--- src/rtl/legacy_window_pkg.sv ---
package legacy_window_pkg;

    localparam int ADDR_W = 20;
    localparam int LANES  = 4;
    localparam int DATA_W = 8 * LANES;

    localparam logic [ADDR_W-1:0] FB_BASE     = 20'hA0000;
    localparam logic [ADDR_W-1:0] FB_LAST     = 20'hBFFFF;
    localparam logic [ADDR_W-1:0] ROM_BASE    = 20'hC0000;
    localparam logic [ADDR_W-1:0] ROM_CEIL    = 20'hCFFFF;
    localparam logic [ADDR_W-1:0] GAP_END     = 20'hD0000;
    localparam logic [ADDR_W-1:0] ID_BASE     = 20'hFFFF5;
    localparam logic [ADDR_W-1:0] TOP_ADDR    = 20'hFFFFF;

    localparam logic [63:0] ID_DATE     = "03/27/97";
    localparam logic [7:0]  ID_MODEL    = 8'hFC;
    localparam logic [7:0]  ID_SUBMODEL = 8'h00;

    typedef enum logic [2:0] {
        RGN_MAIN = 3'd0,
        RGN_ROM  = 3'd1,
        RGN_FB   = 3'd2,
        RGN_ID   = 3'd3,
        RGN_NULL = 3'd4
    } region_e;

    typedef enum logic [1:0] {
        SZ_BYTE  = 2'd0,
        SZ_WORD  = 2'd1,
        SZ_DWORD = 2'd2
    } size_e;

    typedef struct packed {
        region_e            region;
        logic [ADDR_W-1:0]  offset;
        logic               suspect;
        logic               halt;
        logic               wr_ok;
    } decode_t;

    // Number of byte lanes a size code covers; codes past dword use all lanes.
    function automatic int lane_count(input logic [1:0] sz);
        case (sz)
            2'd0:    return 1;
            2'd1:    return 2;
            default: return 4;
        endcase
    endfunction

    // Constant byte at a top-of-space address (one bit wider so that a
    // lane address that ran past the top reads as zero).
    function automatic logic [7:0] id_byte(input logic [ADDR_W:0] a);
        logic [ADDR_W:0] k;
        logic [7:0]      b;
        int              idx;
        k   = a - {1'b0, ID_BASE};
        b   = 8'h00;
        idx = int'(k[3:0]);
        if (a >= {1'b0, ID_BASE} && a <= {1'b0, TOP_ADDR}) begin
            if (k[3:0] < 4'd8)       b = ID_DATE[8*(7-idx) +: 8];
            else if (k[3:0] == 4'd9) b = ID_MODEL;
            else if (k[3:0] == 4'd10) b = ID_SUBMODEL;
            else                      b = 8'h00;
        end
        return b;
    endfunction

endpackage

--- src/rtl/lwd_cfg_latch.sv ---
module lwd_cfg_latch
    import legacy_window_pkg::*;
(
    input  logic              clk,
    input  logic              rst,
    input  logic [ADDR_W-1:0] cfg_rom_limit,
    input  logic [ADDR_W:0]   cfg_mem_size,
    output logic [ADDR_W-1:0] rom_limit_q,
    output logic [ADDR_W:0]   mem_size_q
);

    logic [ADDR_W-1:0] limit_clamped;

    always_comb begin
        if (cfg_rom_limit < ROM_BASE)      limit_clamped = ROM_BASE;
        else if (cfg_rom_limit > ROM_CEIL) limit_clamped = ROM_CEIL;
        else                               limit_clamped = cfg_rom_limit;
    end

    // Configuration is captured only while reset is held.
    always_ff @(posedge clk) begin
        if (rst) begin
            rom_limit_q <= limit_clamped;
            mem_size_q  <= cfg_mem_size;
        end
    end

endmodule

--- src/rtl/lwd_window_decode.sv ---
module lwd_window_decode
    import legacy_window_pkg::*;
(
    input  logic [ADDR_W-1:0] addr,
    input  logic              emu_en,
    input  logic [ADDR_W-1:0] rom_limit,
    input  logic [ADDR_W:0]   mem_size,
    output decode_t           dec
);

    logic in_rom, in_gap, in_fb, in_id, beyond;

    assign in_rom = (addr >= ROM_BASE) && (addr <= rom_limit);
    assign in_gap = (addr > rom_limit) && (addr < GAP_END);
    assign in_fb  = (addr >= FB_BASE) && (addr <= FB_LAST);
    assign in_id  = (addr >= ID_BASE);
    assign beyond = ({1'b0, addr} >= mem_size);

    // Priority order matters: ROM, gap, frame buffer, ID bytes, range, main.
    always_comb begin
        dec.region  = RGN_MAIN;
        dec.offset  = addr;
        dec.suspect = 1'b0;
        dec.halt    = 1'b0;
        dec.wr_ok   = 1'b1;
        if (in_rom) begin
            dec.region = RGN_ROM;
            dec.offset = addr - ROM_BASE;
        end else if (in_gap) begin
            dec.offset  = '0;
            dec.suspect = 1'b1;
        end else if (in_fb) begin
            if (emu_en) begin
                dec.region = RGN_NULL;
                dec.offset = '0;
                dec.wr_ok  = 1'b0;
            end else begin
                dec.region = RGN_FB;
                dec.offset = addr - FB_BASE;
            end
        end else if (in_id) begin
            dec.region = RGN_ID;
            dec.offset = addr - ID_BASE;
            dec.wr_ok  = 1'b0;
        end else if (beyond) begin
            dec.offset = '0;
            dec.halt   = 1'b1;
            dec.wr_ok  = 1'b0;
        end
    end

endmodule

--- src/rtl/lwd_id_lanes.sv ---
module lwd_id_lanes
    import legacy_window_pkg::*;
(
    input  logic [ADDR_W-1:0] addr,
    input  logic [1:0]        size,
    input  region_e           region,
    output logic [DATA_W-1:0] data
);

    for (genvar i = 0; i < LANES; i++) begin : g_lane
        logic [ADDR_W:0] lane_addr;
        logic            lane_used;
        assign lane_addr = {1'b0, addr} + (ADDR_W+1)'(i);
        assign lane_used = (region == RGN_ID) && (i < lane_count(size));
        assign data[8*i +: 8] = lane_used ? id_byte(lane_addr) : 8'h00;
    end

endmodule

--- src/rtl/legacy_window_decoder.sv ---
module legacy_window_decoder
    import legacy_window_pkg::*;
(
    input  logic              clk,
    input  logic              rst,
    input  logic [19:0]       cfg_rom_limit,
    input  logic [20:0]       cfg_mem_size,
    input  logic              emu_fb_en,
    input  logic              req_valid,
    input  logic [19:0]       req_addr,
    input  logic [1:0]        req_size,
    input  logic              req_write,
    output logic              rsp_valid,
    output logic [2:0]        rsp_region,
    output logic [19:0]       rsp_offset,
    output logic [1:0]        rsp_size,
    output logic              rsp_wr_en,
    output logic [31:0]       rsp_data,
    output logic              rsp_suspect,
    output logic              rsp_halt
);

    logic [ADDR_W-1:0] rom_limit_q;
    logic [ADDR_W:0]   mem_size_q;
    decode_t           dec;
    logic [DATA_W-1:0] lane_data;

    lwd_cfg_latch u_cfg (
        .clk           (clk),
        .rst           (rst),
        .cfg_rom_limit (cfg_rom_limit),
        .cfg_mem_size  (cfg_mem_size),
        .rom_limit_q   (rom_limit_q),
        .mem_size_q    (mem_size_q)
    );

    lwd_window_decode u_dec (
        .addr      (req_addr),
        .emu_en    (emu_fb_en),
        .rom_limit (rom_limit_q),
        .mem_size  (mem_size_q),
        .dec       (dec)
    );

    lwd_id_lanes u_lanes (
        .addr   (req_addr),
        .size   (req_size),
        .region (dec.region),
        .data   (lane_data)
    );

    always_ff @(posedge clk) begin
        if (rst || !req_valid) begin
            rsp_valid   <= 1'b0;
            rsp_region  <= RGN_MAIN;
            rsp_offset  <= '0;
            rsp_size    <= '0;
            rsp_wr_en   <= 1'b0;
            rsp_data    <= '0;
            rsp_suspect <= 1'b0;
            rsp_halt    <= 1'b0;
        end else begin
            rsp_valid   <= 1'b1;
            rsp_region  <= dec.region;
            rsp_offset  <= dec.offset;
            rsp_size    <= req_size;
            rsp_wr_en   <= req_write && dec.wr_ok;
            rsp_data    <= lane_data;
            rsp_suspect <= dec.suspect;
            rsp_halt    <= dec.halt;
        end
    end

endmodule

--- config.mk ---
export PLATFORM = sky130hd
export DESIGN_NAME = legacy_window_decoder
export DESIGN_NICKNAME = d
export VERILOG_FILES = /design/src/rtl/legacy_window_pkg.sv /design/src/rtl/lwd_cfg_latch.sv /design/src/rtl/lwd_window_decode.sv /design/src/rtl/lwd_id_lanes.sv /design/src/rtl/legacy_window_decoder.sv
export SDC_FILE = /design/constraint.sdc
export NUM_CORES = 1
export LEC_CHECK = 0
export ABC_AREA = 1
export ABC_CLOCK_PERIOD_IN_PS = 9800
export BUFFER_PORTS_ARGS = -buffer_cell sky130_fd_sc_hd__clkbuf_2
export CAP_MARGIN = 20
export CORE_MARGIN = 5
export CORE_UTILIZATION = 55
export DETAILED_ROUTE_END_ITERATION = 8
export GPL_TIMING_DRIVEN = 0
export PLACE_DENSITY = 0.75
export SLEW_MARGIN = 20
export SYNTH_ARGS = -nofsm -noshare
export SYNTH_HDL_FRONTEND = slang
export SYNTH_HIERARCHICAL = 1
export SYNTH_SLANG_ARGS = --single-unit
--- constraint.sdc ---
create_clock -name clk -period 9.8 [get_ports clk]
set_clock_uncertainty 0.15 [all_clocks]
set_input_delay 1.47 -clock clk [delete_from_list [all_inputs] [get_ports clk]]
set_output_delay 1.47 -clock clk [all_outputs]
set_load 0.01 [all_outputs]
* Yosys cells after proc, flatten, opt, wreduce, memory -nomap -nowiden
Index checks and enable logic that the tools add are counted.
** Operators by class
- Reduce and logical (&&, ||, !) cells :: 22
- Mux-type cells :: 26
- Bitwise gates (word level) :: 8
- Eq/ne operators :: 6
- Magnitude comparators :: 26
- Shift operators :: 4
- $add $sub $neg :: 14
** Operators with widths (count)
- 64-bit by 32-bit indexed part select with 8-bit output, first input constant :: 4
- 20-bit greater-or-equal comparator, second input constant :: 4
- 23-bit two-way mux :: 3
- 8-bit two-way mux :: 8
- 21-bit by 20-bit greater-or-equal comparator with 1-bit output, second input constant :: 3
- 21-bit by 20-bit <= comparator with 1-bit output, second input constant :: 3
- 20-bit two-way mux :: 3
- 20-bit subtractor, second input constant :: 3
- 20-bit by 2-bit adder with 21-bit output, second input constant :: 2
- 20-bit <= comparator, second input constant :: 2
- 20-bit < comparator, second input constant :: 2
- 20-bit by 1-bit adder with 21-bit output, second input constant :: 1
- 20-bit by 21-bit greater-or-equal comparator with 1-bit output :: 1
- 20-bit greater-than comparator :: 1
- 20-bit greater-than comparator, second input constant :: 1
- 20-bit <= comparator :: 1
- 3-bit by 4-bit subtractor with 5-bit output, first input constant :: 4
- 4-bit equality test, second input constant :: 4
- 4-bit < comparator, second input constant :: 4
- 16-bit two-way mux :: 1
- 4-bit by 3-bit subtractor with 4-bit output, second input constant :: 4
- 1-bit logical AND :: 12
- 3-bit OR reduction :: 4
- 1-bit inverter :: 8
- other kinds (13) :: 23
** Storage, ports and cells
- Flip-flop bits (word level) :: 102
- Bits of input ports :: 68
- Word-level logic and storage cells :: 120

* Logic depth before layout (Yosys ltp)
- Depth after elaboration :: 10
- Gate-level depth with buffers :: 27
- Gate-level depth less buffers :: 26

* Cells and area by module
The synthesis kept the hierarchy.
** Modules (own cells, without submodules)
- lwd_window_decode :: times used 1, area each 2484.9 um2, cells each 468, sequential area each 0.0 um2
- lwd_id_lanes :: times used 1, area each 2193.4 um2, cells each 442, sequential area each 0.0 um2
- legacy_window_decoder :: times used 1, area each 1765.4 um2, cells each 190, sequential area each 1221.2 um2
- lwd_cfg_latch :: times used 1, area each 1418.9 um2, cells each 79, sequential area each 1231.2 um2

* Worst setup path after synthesis
Ideal clock, no wire load.
- Kind :: input port to flip-flop
- Start :: input port req_addr[19]
- End :: register rsp_data[23]
- Required time :: 9586 ps
- Buffers on the path :: 1
- Cell stages on the path :: 24
- Setup time :: 64 ps
- Path slack :: 5661 ps
- Data arrival time :: 3926 ps
- Path through :: ha_1 -> nand2_1 -> nor2_1 -> nand2_1 -> nor2_1 -> nand2_1 -> nand3_1 -> nand2_1 -> nand2_2 -> nand3_1 -> a21oi_1 -> nand2_1 -> nor2_1 -> inv_1 -> nor3_1 -> nand4_1 -> nor2_1 -> nand3_1 -> nor2_1 -> nand2_1 -> nor3_1 -> buf_4 -> inv_1 -> nor2_1
** RTL lines
- start, declared :: RTL line legacy_window_decoder.sv:10 : input logic [19:0] req_addr,
- end signal, assigned :: RTL line legacy_window_decoder.sv:68 : rsp_data <= lane_data;
- end, declared :: RTL line legacy_window_decoder.sv:18 : output logic [31:0] rsp_data,

==> flow_metrics.py <==
metrics = {
    "drt": {
        "remaining_drc_errors": 0,
        "vias": 7545,
        "antenna_left": 0,
        "dr.first_iter.drc_count": 709,
        "routed_wl_microns": 20600,
        "first_pass_iters": 6,
        "vias_per_cell": 5.01,
        "wl_per_cell_microns": 13.7,
    },
    "clock_tree": {
        "cts-root-buf": "clkbuf_16",
        "insertion_delay_ns": 0.36,
        "cts_max_level": 3,
        "cts_tree": "done",
        "cts-resized-gates": 0,
        "holdBufCountCts": 0,
        "cts.sinks": 102,
        "cts_buffer_depth": 2,
        "cts_buffers": 9,
        "clkTransAtPathRegs_ns": 0.07,
        "post_cts_buffers": 0,
    },
    "global_route": {
        "gr-usage-all-layers": 0.251,
        "antenna_found_initial": 0,
        "grt_max_degree": 43,
        "grt_overflow": 0,
        "grt_pass1_vias": 6972,
        "grt_pass1_wl_microns": 33500,
    },
    "timing": {
        "finalCriticalPeriod_ns": 5.01,
        "hold_viol": 0,
        "drv_slew": 0,
        "worst_slack_ns": 4.79,
        "tns_ns": 0,
        "max_slew_margin": 0.345,
        "period_share": 0.511,
        "rsz0062_at_grt": "false",
        "fmax_ghz": 0.200,
        "setup_violations": 0,
        "tightest_slew_ns": 0.983,
    },
    "synth": {
        "async_flop_share": 0,
        "yosysSeqAreaShare": 0.312,
        "syn_inst": 1179,
        "syn_avg_cell_area_sq_um": 6.67,
        "ys_ff_latch": 102,
        "synth_cell_types": 43,
        "synth_edf_count": 41,
        "syn_area_sq_um": 7860,
        "ys_warn_count": 6,
        "synth_ff_type": "dfxtp_1",
    },
    "final_layout": {
        "area_delta_synth_final_pct": 14.8,
        "layout_commonest_cell": "nand2_1",
        "nets": 1452,
        "final_cell_mix": "319 x nand2_1, 221 x inv_1, 171 x nor2_1",
        "post-route-cell-area_sq_um": 9030,
        "drive_above_1_share": 0.168,
        "nFillCells": 1335,
        "insertedDiodeCount": 0,
        "post-route-util": 0.648,
    },
    "critical_path": {
        "endpoint_kind": "register",
        "path_max_fanout": 16,
        "crit_type": "input pin to register",
        "critPathRequiredTime_ns": 9.95,
        "crit_arrival_ns": 5.16,
        "critPathLaunchType": "input pin",
    },
    "placement": {
        "hpwlAfterDp_microns": 15900,
        "pre_cts_ws_ns": 4.49,
        "place_congestion": 0.947,
        "place_area_sq_um": 8740,
        "port_buffers": 128,
    },
    "run_status": {
        "status": "finished clean",
    },
    "floorplanning": {
        "die_w_microns": 130,
        "io_pins": 129,
        "core_sq_um": 13900,
        "row_count": 43,
        "start_util": 0.564,
        "die_y_microns": 130,
        "die_area_sq_um": 16800,
    },
    "run": {
        "drv_cap": 0,
    },
    "power": {
        "vdd_drop_max_mv": 0.0775,
        "p_per_area_nw_per_um2": 119,
        "p_leak_nw": 4.78,
    },
    "worst_hold_path": {
        "hold_class": "register to register",
    },
}
-- metal layers --
layer	up-vias	wire [microns]	track usage
met3	30	1610	0.0359
li1	3911	-	-
met1	3314	9090	0.339
met4	0	484	0.0917
met5	-	0	0
met2	290	9380	0.409
-- worst max-delay path, cell delays in order --
cell,delay (ns)
clkbuf_2,0.30
ha_1,0.45
nand2_1,0.07
nor2_1,0.11
nand2_1,0.08
nor2_1,0.19
nand4_1,0.25
nand3_1,0.32
nand3_1,0.19
a21oi_1,0.20
nand2_1,0.08
nor2_1,0.09
inv_1,0.11
nor3_1,0.15
nand4_1,0.11
nor2_1,0.10
nand3_1,0.08
nor2_1,0.21
nand2_1,0.08
nor3_1,0.25
buf_4,0.17
inv_1,0.03
nor2_1,0.08
-- area by class of cell --
type                    instances  area [sq um]  area share
flip-flops and latches        102          2450       0.272
repair buffers                128           641      0.0709
clock buffers                  12           267      0.0295
well taps                     180           225      0.0249
inverters                     230           863      0.0956
multi-input cells             823          4330       0.480
clock inverters                 4          27.5     0.00305
plain buffers                  26           224      0.0248
-- synth_stat cells (4+ instances only) --
cell type	number	area share
nand3b_1	4	0.0038
o21ai_0	28	0.018
nand4_1	11	0.0088
buf_6	11	0.016
nor2_1	171	0.082
nand2_1	319	0.15
dfxtp_1	61	0.16
nor3_1	15	0.0095
edfxtp_1	41	0.16
buf_2	5	0.0032
nand2_2	10	0.0080
nor2_4	9	0.013
ha_1	64	0.10
nand3_1	55	0.035
xnor2_1	8	0.0089
inv_1	221	0.11
buf_4	7	0.0067
xor2_1	20	0.022
nor2_2	10	0.0080
inv_2	9	0.0043
nor4_1	6	0.0048
a21oi_1	53	0.034
-- report_power, final --
part,switching (W),internal [W]
Sequential,0.00000488,0.000462
Combinational,0.000168,0.0000876
Clock,0.000158,0.000194
-- sequential cells by signal, summed over array words and instances (netlist names) --
signal / cells
rsp_region: 3
rsp_suspect: 1
u_cfg/mem_size_q: 21
rsp_valid: 1
rsp_size: 2
u_cfg/rom_limit_q: 20
rsp_data: 32
rsp_halt: 1
rsp_wr_en: 1
rsp_offset: 20
-- path summary, 6_finish.rpt --
kind	cells after the start	startpoint	slack, ns	endpoint
max	23	req_addr[15]	4.79	rsp_data[23]
min	6	u_cfg/rom_limit_q[0]	1.04	rsp_suspect
max reg2reg	23	u_cfg/rom_limit_q[19]	5.99	rsp_data[23]
min reg2reg	6	u_cfg/rom_limit_q[0]	1.04	rsp_suspect
-- cells by family (layout without fill, tap and decap cells) --
| logic type | Yosys count | count (layout) | share of synthesized area |
|---|---|---|---|
| AND/OR/NAND/NOR | 621 | 621 | 0.340 |
| buffers and inverters | 256 | 400 | 0.138 |
| AO/OA/AOI/OAI | 105 | 105 | 0.0737 |
| flip-flops | 102 | 102 | 0.312 |
| adder cells (fa/ha/maj) | 64 | 64 | 0.102 |
| XOR/XNOR | 29 | 29 | 0.0333 |
| other | 2 | 4 | 0.000955 |
-- per-stage QoR --
step	instances	power (W)	hold slack (ns)
floorplan	1181	0.000646	0.731
global placement	1489	0.000724	1.01
detailed placement	1489	0.000729	1.02
CTS	1505	0.00108	1.03
global route	1505	0.00114	1.07
finish	1505	0.00107	1.04
No activity file was read; power rests on OpenSTA's default activity.
